===== config.mk =====
export PLATFORM = sky130hd
export DESIGN_NAME = tx_cmpl_stack
export DESIGN_NICKNAME = d
export VERILOG_FILES = /design/src/rtl/tcs_pkg.sv /design/src/rtl/tcs_entry.sv /design/src/rtl/tcs_fifo.sv /design/src/rtl/tcs_fault_latch.sv /design/src/rtl/tcs_status_fmt.sv /design/src/rtl/tx_cmpl_stack.sv
export SDC_FILE = /design/constraint.sdc
export NUM_CORES = 1
export LEC_CHECK = 0
export ABC_AREA = 1
export BUFFER_PORTS_ARGS = -buffer_cell sky130_fd_sc_hd__buf_4
export CORE_AREA = 4 4 82 84
export CTS_CLUSTER_SIZE = 40
export DETAILED_ROUTE_END_ITERATION = 12
export DIE_AREA = 0 0 86 88
export GPL_TIMING_DRIVEN = 0
export PLACE_DENSITY = 0.38
export REMOVE_ABC_BUFFERS = 1
export SLEW_MARGIN = 20
export SYNTH_ARGS = -nofsm -noshare
export SYNTH_HDL_FRONTEND = slang
export SYNTH_SLANG_ARGS = --single-unit

===== constraint.sdc =====
create_clock -name clk -period 2.2 [get_ports clk]
set_input_delay 0.33 -clock clk [delete_from_list [all_inputs] [get_ports clk]]
set_output_delay 0.33 -clock clk [all_outputs]
set_load 0.005 [all_outputs]

===== src/rtl/tcs_pkg.sv =====
// Shared types for the transmit completion status stack.
// Assumes a status byte of eight bits with two reserved low bits.
package tcs_pkg;
    // Flags held per stored completion, in status-byte order (bit 6 down to bit 2).
    typedef struct packed {
        logic irq_req;
        logic jabber;
        logic underrun;
        logic max_coll;
        logic ovf;
    } tcs_flags_t;

    localparam int FLAG_W = $bits(tcs_flags_t);
endpackage


===== src/rtl/tcs_entry.sv =====
// One storage slot of the status stack.
// Loads a new flag set on a write, or only raises its overflow flag on a mark.
// Assumes the parent never asserts wr_en and mark_ovf together.
module tcs_entry
    import tcs_pkg::*;
(
    input  logic       clk,
    input  logic       rst_n,
    input  logic       wr_en,
    input  tcs_flags_t wr_flags,
    input  logic       mark_ovf,
    output tcs_flags_t flags_q
);
    // Slot register: load on write, set the overflow flag on mark.
    always_ff @(posedge clk) begin
        if (!rst_n) begin
            flags_q <= '0;
        end else if (wr_en) begin
            flags_q <= wr_flags;
        end else if (mark_ovf) begin
            flags_q.ovf <= 1'b1;
        end
    end
endmodule


===== src/rtl/tcs_fifo.sv =====
// Circular first-in first-out store of completion flags, DEPTH slots deep.
// Pushes while full are dropped, and the drop marks overflow on the newest slot.
// A pop in the same cycle frees room for the push. A clear empties the store.
module tcs_fifo
    import tcs_pkg::*;
#(
    parameter int DEPTH = 4
) (
    input  logic       clk,
    input  logic       rst_n,
    input  logic       clr,
    input  logic       push,
    input  tcs_flags_t push_flags,
    input  logic       pop,
    output logic       empty,
    output tcs_flags_t head_flags
);
    localparam int PTR_W = (DEPTH > 1) ? $clog2(DEPTH) : 1;
    localparam int CNT_W = $clog2(DEPTH + 1);
    localparam logic [PTR_W-1:0] LAST = PTR_W'(DEPTH - 1);
    localparam logic [CNT_W-1:0] FULL_CNT = CNT_W'(DEPTH);

    logic [PTR_W-1:0] rd_ptr, wr_ptr, newest;
    logic [CNT_W-1:0] cnt;
    logic             full, pop_ok, push_ok, drop;
    tcs_flags_t       slot_q [DEPTH];

    // Status of the store and the accept/drop decision for this cycle.
    always_comb begin
        full    = (cnt == FULL_CNT);
        empty   = (cnt == '0);
        pop_ok  = pop && !empty;
        push_ok = push && (!full || pop_ok);
        drop    = push && full && !pop_ok;
        newest  = (wr_ptr == '0) ? LAST : wr_ptr - PTR_W'(1);
    end

    // Pointer and occupancy bookkeeping.
    always_ff @(posedge clk) begin
        if (!rst_n || clr) begin
            rd_ptr <= '0;
            wr_ptr <= '0;
            cnt    <= '0;
        end else begin
            if (push_ok) wr_ptr <= (wr_ptr == LAST) ? '0 : wr_ptr + PTR_W'(1);
            if (pop_ok)  rd_ptr <= (rd_ptr == LAST) ? '0 : rd_ptr + PTR_W'(1);
            if (push_ok && !pop_ok)      cnt <= cnt + CNT_W'(1);
            else if (pop_ok && !push_ok) cnt <= cnt - CNT_W'(1);
        end
    end

    // One slot per stack position.
    for (genvar i = 0; i < DEPTH; i++) begin : g_slot
        tcs_entry u_entry (
            .clk      (clk),
            .rst_n    (rst_n),
            .wr_en    (push_ok && !clr && (wr_ptr == PTR_W'(i))),
            .wr_flags (push_flags),
            .mark_ovf (drop && !clr && (newest == PTR_W'(i))),
            .flags_q  (slot_q[i])
        );
    end

    assign head_flags = slot_q[rd_ptr];


    cnt_bound_chk: assert property (@(posedge clk) disable iff (!rst_n)
        cnt <= FULL_CNT);


    drop_keeps_cnt_chk: assert property (@(posedge clk) disable iff (!rst_n)
        (drop && !clr) |=> (cnt == FULL_CNT));


    idle_pop_chk: assert property (@(posedge clk) disable iff (!rst_n)
        (pop && empty && !push && !clr) |=> empty);
endmodule


===== src/rtl/tcs_fault_latch.sv =====
// Holds the transmitter off after a jabber or underrun completion.
// Assumes a TX reset outranks a fault reported in the same cycle.
module tcs_fault_latch (
    input  logic clk,
    input  logic rst_n,
    input  logic clr,
    input  logic fault,
    output logic tx_off
);
    // Set on a fault, release only on clear or reset.
    always_ff @(posedge clk) begin
        if (!rst_n || clr) tx_off <= 1'b0;
        else if (fault)    tx_off <= 1'b1;
    end


    fault_sets_off_chk: assert property (@(posedge clk) disable iff (!rst_n)
        (fault && !clr) |=> tx_off);


    off_sticky_chk: assert property (@(posedge clk) disable iff (!rst_n)
        (tx_off && !clr) |=> tx_off);


    clr_release_chk: assert property (@(posedge clk) disable iff (!rst_n)
        clr |=> !tx_off);
endmodule


===== src/rtl/tcs_status_fmt.sv =====
// Builds the host-visible status byte and the attention event from the head slot.
// Assumes head flags are meaningless while the store is empty.
module tcs_status_fmt
    import tcs_pkg::*;
(
    input  logic       empty,
    input  tcs_flags_t head,
    output logic [7:0] sts_byte,
    output logic       evt
);
    // Byte layout: valid, five flags, two zero bits; all zero when empty.
    always_comb begin
        sts_byte = empty ? 8'h00 : {1'b1, head, 2'b00};
        evt      = !empty && (head != '0);
    end
endmodule


===== src/rtl/tx_cmpl_stack.sv =====
// Transmit completion status stack: stores one status byte per finished frame,
// shows the oldest at the host port, pops on host write, and latches the
// transmitter off on jabber or underrun until a TX reset.
module tx_cmpl_stack
    import tcs_pkg::*;
#(
    parameter int DEPTH = 4
) (
    input  logic       clk,
    input  logic       rst_n,
    input  logic       cmp_valid,
    input  logic       cmp_irq_req,
    input  logic       cmp_jabber,
    input  logic       cmp_underrun,
    input  logic       cmp_max_coll,
    input  logic       host_wr,
    input  logic       tx_reset,
    output logic [7:0] sts_byte,
    output logic       tx_cmp_evt,
    output logic       tx_off
);
    tcs_flags_t in_flags, head;
    logic       empty;

    // Flags of the incoming completion; overflow always starts clear.
    always_comb begin
        in_flags          = '0;
        in_flags.irq_req  = cmp_irq_req;
        in_flags.jabber   = cmp_jabber;
        in_flags.underrun = cmp_underrun;
        in_flags.max_coll = cmp_max_coll;
    end

    tcs_fifo #(.DEPTH(DEPTH)) u_fifo (
        .clk        (clk),
        .rst_n      (rst_n),
        .clr        (tx_reset),
        .push       (cmp_valid),
        .push_flags (in_flags),
        .pop        (host_wr),
        .empty      (empty),
        .head_flags (head)
    );

    tcs_fault_latch u_fault (
        .clk    (clk),
        .rst_n  (rst_n),
        .clr    (tx_reset),
        .fault  (cmp_valid && (cmp_jabber || cmp_underrun)),
        .tx_off (tx_off)
    );

    tcs_status_fmt u_fmt (
        .empty    (empty),
        .head     (head),
        .sts_byte (sts_byte),
        .evt      (tx_cmp_evt)
    );


    reset_empties_chk: assert property (@(posedge clk) disable iff (!rst_n)
        tx_reset |=> (sts_byte == 8'h00 && !tx_cmp_evt));
endmodule


==> summary.md, run 1 <==
| Metric | Value |
|---|---|
| CP arrival | `2120 ps` |
| Worst path max stage delay | `400 ps` |
| Ratio of cells with drive above 1 in the final layout | `18.5%` |
| Initial antenna violation count | `0` |
| Count leader, synth | `nand2_1` |
| Ys flop type | `dfxtp_1` |
| Nets | `230` |
| Layout Cells excl Fill | `286` |
| DIE HEIGHT | `88 microns` |
| Max-cap viol count | `0` |
| Final Hold Fails | `0` |
| TritonCTS clock tree | `done` |
| Fin Setup TNS | `0 ps` |
| CTS Hold Bufs | `0` |
| Global-route wire length before repair | `6370 microns` |
| Setup violations, final | `0` |
| Largest net degree at the start of global routing | `25` |
| Num rows | `28` |
| DRC errors left | `0` |
| Grt total ovfl | `0` |
| Post-synthesis register bit count | `28` |
| Synth cell types | `22` |
| Ys async rst share | `0%` |
| Hold endpoint | `u_fifo.g_slot[2].u_entry.flags_q[0]$_SDFFE_PP0P_` |
| Post-synth EDFFs | `0` |
| Reg clk slew, reported paths | `90 ps` |
| CP Cell Sequence | `inv_2, nor2_2, nand2_4, nand2_4, inv_1, ha_1, inv_1, fa_1, inv_1, a21oi_1, o21ai_1, nand2_1, nand2_1, nor2_1` |
| DP Wirelength | `2790 microns` |
| WL/cell | `13.5 microns` |
| Placed cells | `282` |
| Synth top area share | `38.7%` |
| Critical Path RT | `2380 ps` |
| Crit-path max FO | `11` |
| Routed Antenna Nets | `0` |
| Die ar. | `0.00757 sq mm` |
| Final instance area | `0.00169 sq mm` |
| Vias/cell | `4.57` |
| Critical path buffers and inverters | `4` |
| Synth top cells by count | `nand2_1, dfxtp_1, a21oi_1` |
| Drt total wl | `3850 microns` |
| Unrepaired setup endpoints after global routing | `no` |
| Status | `finished clean` |
| Slew Limit Fails | `0` |
| Setup CP Type | `flip-flop to flip-flop` |
| Min-delay src | `rst_n` |
| Width of the die | `86 microns` |
| Reg-to-reg slack, setup | `260 ps` |
| Sequential share of the synthesized area | `38.7%` |
| Pleak | `0.650 nW` |
| Worst hold path type | `input port to flip-flop` |
| Root Buffer | `clkbuf_8` |
| DRT iter0 DRCs | `43` |
| Vias in the first global route | `1272` |
| Num CTS Buffers | `3` |
| R2R cell count | `14` |
| Highest ir drop seen on vdd | `201 uV` |
| Slowest cell on the critical path | `fa_1` |
| Antenna cells | `0` |
| Reg-to-Reg Start | `u_fifo.cnt[2]$_SDFFE_PP0P_` |
| Placed Area | `0.00161 sq mm` |
| Synth-to-Final Area Change | `16.5%` |
| Power Dens Cells | `597 mW/mm^2` |
| Gate Count Post-Synth | `199` |
| End of the worst register-to-register path | `u_fifo.cnt[2]$_SDFFE_PP0P_` |
| I/O Pins | `19` |
| Critical path capture point type | `flip-flop` |
| Clock buffer depth | `2` |
| TritonRoute pass-1 iters | `4` |
| Synth area leaders | `dfxtp_1, nand2_1, a21oi_1` |
| Reg area | `564 sq um` |
| Total Routing Usage GR | `10.8%` |
| Starting density of the core | `24.5%` |
| DR vias | `1308` |
| Worst hold stages | `3` |
| I/O Buffers | `16` |
| Number of fill cells | `660` |
| Mapped Area | `0.00145 sq mm` |
| Area occupied by multi-input gates | `817 sq um` |
| Delay-heaviest family, CP | `adder cells` |
| Most Frequent Cell on Critical Path | `inv_1` |
| Core area | `0.00592 sq mm` |
| Pwr Total | `1.01 mW` |
| TritonCTS Sinks | `28` |
| Syn Area/Cell | `7.29 sq um` |
| RePlAce Congestion | `0.719` |
| Clock period minus final worst setup slack | `1940 ps` |
| Startpoint Class | `flip-flop` |
| Period utilization | `88.1%` |
| Final core occ | `28.5%` |
| # H-tree levels | `1` |
| Warnings, synthesis | `0` |
| Clock skew | `6.54 ps` |
| Post-synth top area cell | `dfxtp_1` |
| Clk Latency, worst-skew pair | `270 ps` |
| F_max | `516 MHz` |
registers in the layout, summed over array words and instances (netlist names):
name,flops
u_fault.tx_off,1
u_fifo.g_slot.u_entry.flags_q,20
u_fifo.wr_ptr,2
u_fifo.cnt,3
u_fifo.rd_ptr,2
per-stage QoR:
stage	hold WS (ps)	setup WS, ps
floorplan	437	-0.285
global placement	456	-430
detailed placement	454	-441
CTS	319	27.1
global route	339	29.5
finish	329	262
worst reg2reg max path, stage by stage, from the launching register on:
cell	delay, ps
dfxtp_1	320
inv_2	90
nor2_2	70
nand2_4	170
nand2_4	90
inv_1	60
ha_1	180
inv_1	70
fa_1	400
inv_1	80
a21oi_1	60
o21ai_1	110
nand2_1	70
nand2_1	60
nor2_1	40
power by group:
group | leakage [nW] | switching (mW) | internal, mW | total (mW)
Combinational | 0.400 | 0.120 | 0.0707 | 0.191
Sequential | 0.228 | 0.0160 | 0.523 | 0.539
Clock | 0.0216 | 0.157 | 0.123 | 0.280
worst max path at each step:
stage | start | endpoint | slack, ps | depth (start not counted)
after floorplan | u_fifo.cnt[0]$_SDFFE_PP0P_ | u_fifo.cnt[2]$_SDFFE_PP0P_ | -0.3 | 13
after global placement | host_wr | u_fifo.cnt[2]$_SDFFE_PP0P_ | -430 | 14
after detailed placement | host_wr | u_fifo.cnt[2]$_SDFFE_PP0P_ | -440 | 14
after CTS | u_fifo.cnt[0]$_SDFFE_PP0P_ | u_fifo.cnt[2]$_SDFFE_PP0P_ | 30 | 13
after global routing | u_fifo.cnt[2]$_SDFFE_PP0P_ | u_fifo.cnt[2]$_SDFFE_PP0P_ | 30 | 14
final | u_fifo.cnt[2]$_SDFFE_PP0P_ | u_fifo.cnt[2]$_SDFFE_PP0P_ | 260 | 14
layout by cell type, fill, tap and decap left out, types with 2 or more instances in the layout:
master / n
a21oi_1: 23
a31oi_1: 4
buf_4: 16
clkbuf_8: 3
conb_1: 2
dfxtp_1: 25
dfxtp_2: 3
ha_1: 7
inv_1: 9
inv_2: 5
nand2_1: 48
nand2_2: 3
nand2_4: 2
nand3_1: 12
nand3_2: 3
nand4_1: 16
nor2_1: 17
nor2_2: 2
o21ai_1: 7
repair_timing:
action	4_1_cts	5_1_grt
endpoints found under the setup margin	2	3
gates resized for setup	2	11
setup buffers	0	0
cloned	0	1
pin swaps	0	1
layout make-up:
type	count	share of cell area, %
tap	75	5.56
clock buffer	3	2.44
timing repair buffer	16	7.11
inverter	14	3.11
sequential	28	33.4
multi-input combinational	150	48.4
cells by family (layout without fill, tap and decap cells):
family	after synthesis	count (layout)	share of synthesized area (%)
flip-flops	28	28	38.7
adder cells (fa/ha/maj)	8	8	7.42
AO/OA/AOI/OAI	35	35	12.6
AND/OR/NAND/NOR	104	105	33.3
buffers and inverters	23	33	7.76
other	1	2	0.259
metal layers:
metal	global-route usage, %	share of wire, %
met5	0	0
met4	3.88	0.75
met3	1.79	3.0
met2	16.8	46
met1	14.9	50
Note: power is estimated with default switching activity, not from simulation.
==> run 2, diff against run 1 <==
Settings changed: ABC_AREA 1 to default, CORE_AREA 4 4 82 84 to 4 4 84 86, DIE_AREA 0 0 86 88 to 0 0 88 90.
==> run 2 against run 1 <==
Effect of this change:
- clock power is 54% higher
- cell area is 7.6% higher
- worst hold slack worse by 8.5 ps
- combinational power hardly changed
- via count hardly changed
- critical path type is now flip-flop to output pin
- total power is 15% higher
- non-clock buffer count is 4 higher
- clock-buffer cell count stayed put
- fmax is 6.8% lower
- sequential power hardly changed
- utilization is 0.41 points higher
==> summary.md, run 2 <==
| Metric | Value |
|---|---|
| WL/cell | `17.2 microns` |
| Root Buffer | `clkbuf_8` |
| TritonCTS clock tree | `done` |
| Power Dens Cells | `638 mW/mm^2` |
| Starting density of the core | `24.3%` |
| Highest ir drop seen on vdd | `345 uV` |
| Hold endpoint | `u_fifo.g_slot[1].u_entry.flags_q[4]$_SDFFE_PN0P_` |
| Die ar. | `0.00792 sq mm` |
| Initial antenna violation count | `0` |
| Top Metal Used | `met4` |
| Pre-CTS WS | `-208 ps` |
| Ys flop type | `dfxtp_1` |
| Wire length on met2 | `2100 microns` |
| Setup CP Type | `flip-flop to output pin` |
| Grt total ovfl | `0` |
| Synth top cells by count | `dfxtp_1, a21oi_1, nand4_1, o31ai_1, inv_1` |
| DR vias | `1307` |
| Max_slew headroom | `51.5%` |
| Layout Cells excl Fill | `248` |
| Min-delay src | `cmp_irq_req` |
| Clk Latency, worst-skew pair | `290 ps` |
| End of the worst register-to-register path | `u_fifo.cnt[2]$_SDFFE_PP0P_` |
| Count leader, synth | `dfxtp_1` |
| Slew Limit Fails | `0` |
| CP arrival | `1750 ps` |
| DIE HEIGHT | `90 microns` |
| Worst setup margin | `120 ps` |
| TritonRoute pass-1 iters | `4` |
| Syn Area/Cell | `9.41 sq um` |
| Slew @ Worst Pin | `727 ps` |
| Critical path capture point type | `output pin` |
| Gate Count Post-Synth | `162` |
| Placed Area | `0.00169 sq mm` |
| RePlAce Congestion | `0.745` |
| Drt total wl | `4260 microns` |
| CTS Hold Bufs | `0` |
| DRT iter0 DRCs | `72` |
| Post-synth top area cell | `dfxtp_1` |
| Biggest register | `u_fifo.g_slot.u_entry.flags_q` |
| Worst hold stages | `3` |
| Hold_ws | `321 ps` |
| Reg clk slew, reported paths | `110 ps` |
| Status | `finished clean` |
| Vias in the first global route | `1301` |
| Max-cap viol count | `0` |
| Mapped Area | `0.00152 sq mm` |
| Met1 wire length | `1900 microns` |
| # H-tree levels | `1` |
| Synth top area share | `36.8%` |
| Pleak | `0.638 nW` |
| Clock skew | `2.33 ps` |
| Placed cells | `242` |
| Number of fill cells | `669` |
| Sequential share of the synthesized area | `36.8%` |
| Routed Antenna Nets | `0` |
| Most frequent cells in the layout | `dfxtp_1, a21oi_1, buf_4, nand4_1, o31ai_1` |
| Final instance area | `0.00182 sq mm` |
| Largest register FFs | `20` |
| Clock period minus final worst setup slack | `2080 ps` |
| Ys async rst share | `0%` |
| Total Routing Usage GR | `11.2%` |
| Vias/cell | `5.27` |
| TritonCTS Sinks | `28` |
| Startpoint Class | `flip-flop` |
| Registers with the most flip-flops | `u_fifo.g_slot.u_entry.flags_q (20), u_fifo.cnt (3)` |
| F_max | `481 MHz` |
| Global-route wire length before repair | `6900 microns` |
| I/O Buffers | `16` |
| Ratio of cells with drive above 1 in the final layout | `25.1%` |
| Reg-to-reg slack, setup | `160 ps` |
| Synth area leaders | `dfxtp_1, o31ai_1, mux4_2` |
| I/O Pins | `19` |
| DRC errors left | `0` |
| Crit-path max FO | `8` |
| Post-synthesis register bit count | `28` |
| Critical Path RT | `1870 ps` |
| Final Hold Fails | `0` |
| Met3 wire length | `224 microns` |
| Warnings, synthesis | `0` |
| Largest net degree at the start of global routing | `23` |
| Clock buffer depth | `2` |
| Worst hold path type | `input port to flip-flop` |
| Reg-to-Reg Start | `u_fifo.cnt[0]$_SDFFE_PP0P_` |
| Post-synth EDFFs | `0` |
| DP Wirelength | `2910 microns` |
| Width of the die | `88 microns` |
| Period utilization | `94.6%` |
| Num rows | `29` |
| Core area | `0.00628 sq mm` |
| Num CTS Buffers | `3` |
| Setup violations, final | `0` |
| Nets | `189` |
| Synth-to-Final Area Change | `19.2%` |
| Synth cell types | `29` |
| Commonest non-fill, non-tap cell in the layout | `dfxtp_1` |
| R2R cell count | `7` |
| Pwr Total | `1.16 mW` |
| Antenna cells | `0` |
==> run 2: per-stage QoR <==
stage                     setup TNS, ps  utilization [%]
after global routing              -10.8             28.9
after detailed placement           -289             26.9
after floorplan                   -78.0                -
final                                 0             28.9
after CTS                             0             28.5
after global placement            -1720             26.4
==> run 2: worst max-delay path by stage <==
stage	startpoint	to	slack, ps
5_1_grt	u_fifo.cnt[0]$_SDFFE_PP0P_	u_fifo.cnt[2]$_SDFFE_PP0P_	-10
6_report	u_fifo.rd_ptr[0]$_SDFFE_PP0P_	tx_cmp_evt	120
4_1_cts	u_fifo.cnt[1]$_SDFFE_PP0P_	u_fifo.cnt[2]$_SDFFE_PP0P_	5
3_3_place_gp	host_wr	u_fifo.cnt[2]$_SDFFE_PP0P_	-560
3_5_place_dp	u_fifo.cnt[1]$_SDFFE_PP0P_	u_fifo.cnt[2]$_SDFFE_PP0P_	-210
2_1_floorplan	u_fifo.cnt[1]$_SDFFE_PP0P_	u_fifo.cnt[2]$_SDFFE_PP0P_	-70
==> run 2: where the power goes <==
part,switching [mW],internal (mW),total (mW)
clock network,0.186,0.244,0.430
registers,0.0220,0.520,0.542
logic,0.106,0.0818,0.188
==> run 2: area by class of cell <==
class                   count  area [sq um]  share of cell area, %
inverters                  11          41.3                   2.27
clock buffers               3          41.3                   2.27
well taps                  77          96.3                   5.30
repair buffers             20           161                   8.88
clock inverters             1          30.0                   1.65
flip-flops and latches     28           572                   31.5
multi-input cells         108           875                   48.1
==> run 2: what timing repair did <==
| item | in CTS | in global routing |
|---|---|---|
| pin swaps | 1 | 1 |
| resized for setup | 6 | 7 |
| gates cloned | 0 | 0 |
| endpoints found under the hold margin | 0 | 0 |
| buffers inserted | 1 | 1 |
| setup endpoints to repair | 8 | 2 |
==> run 2: per-layer routing <==
layer  up-vias  track usage (%)
met2        34             17.5
met5         -                0
li1        622                -
met3         4             2.19
met4         0             3.20
met1       647             15.6
==> run 2: critical path: stages, from the launching register on <==
cell     delay [ps]
dfxtp_4         430
mux4_2          570
nor3_4          210
a21oi_1          80
buf_4           160
==> run 2: cells by family after synthesis <==
logic type | after synthesis | synth area share [%]
AOI/OAI and AO/OA | 51 | 21.7
xor gates and xnor gates | 2 | 1.15
adders and majority gates | 8 | 7.06
buffers and inverters | 27 | 8.37
DFF | 28 | 36.8
muxes | 7 | 8.70
other | 1 | 0.246
and+or+nand+nor | 38 | 16.0
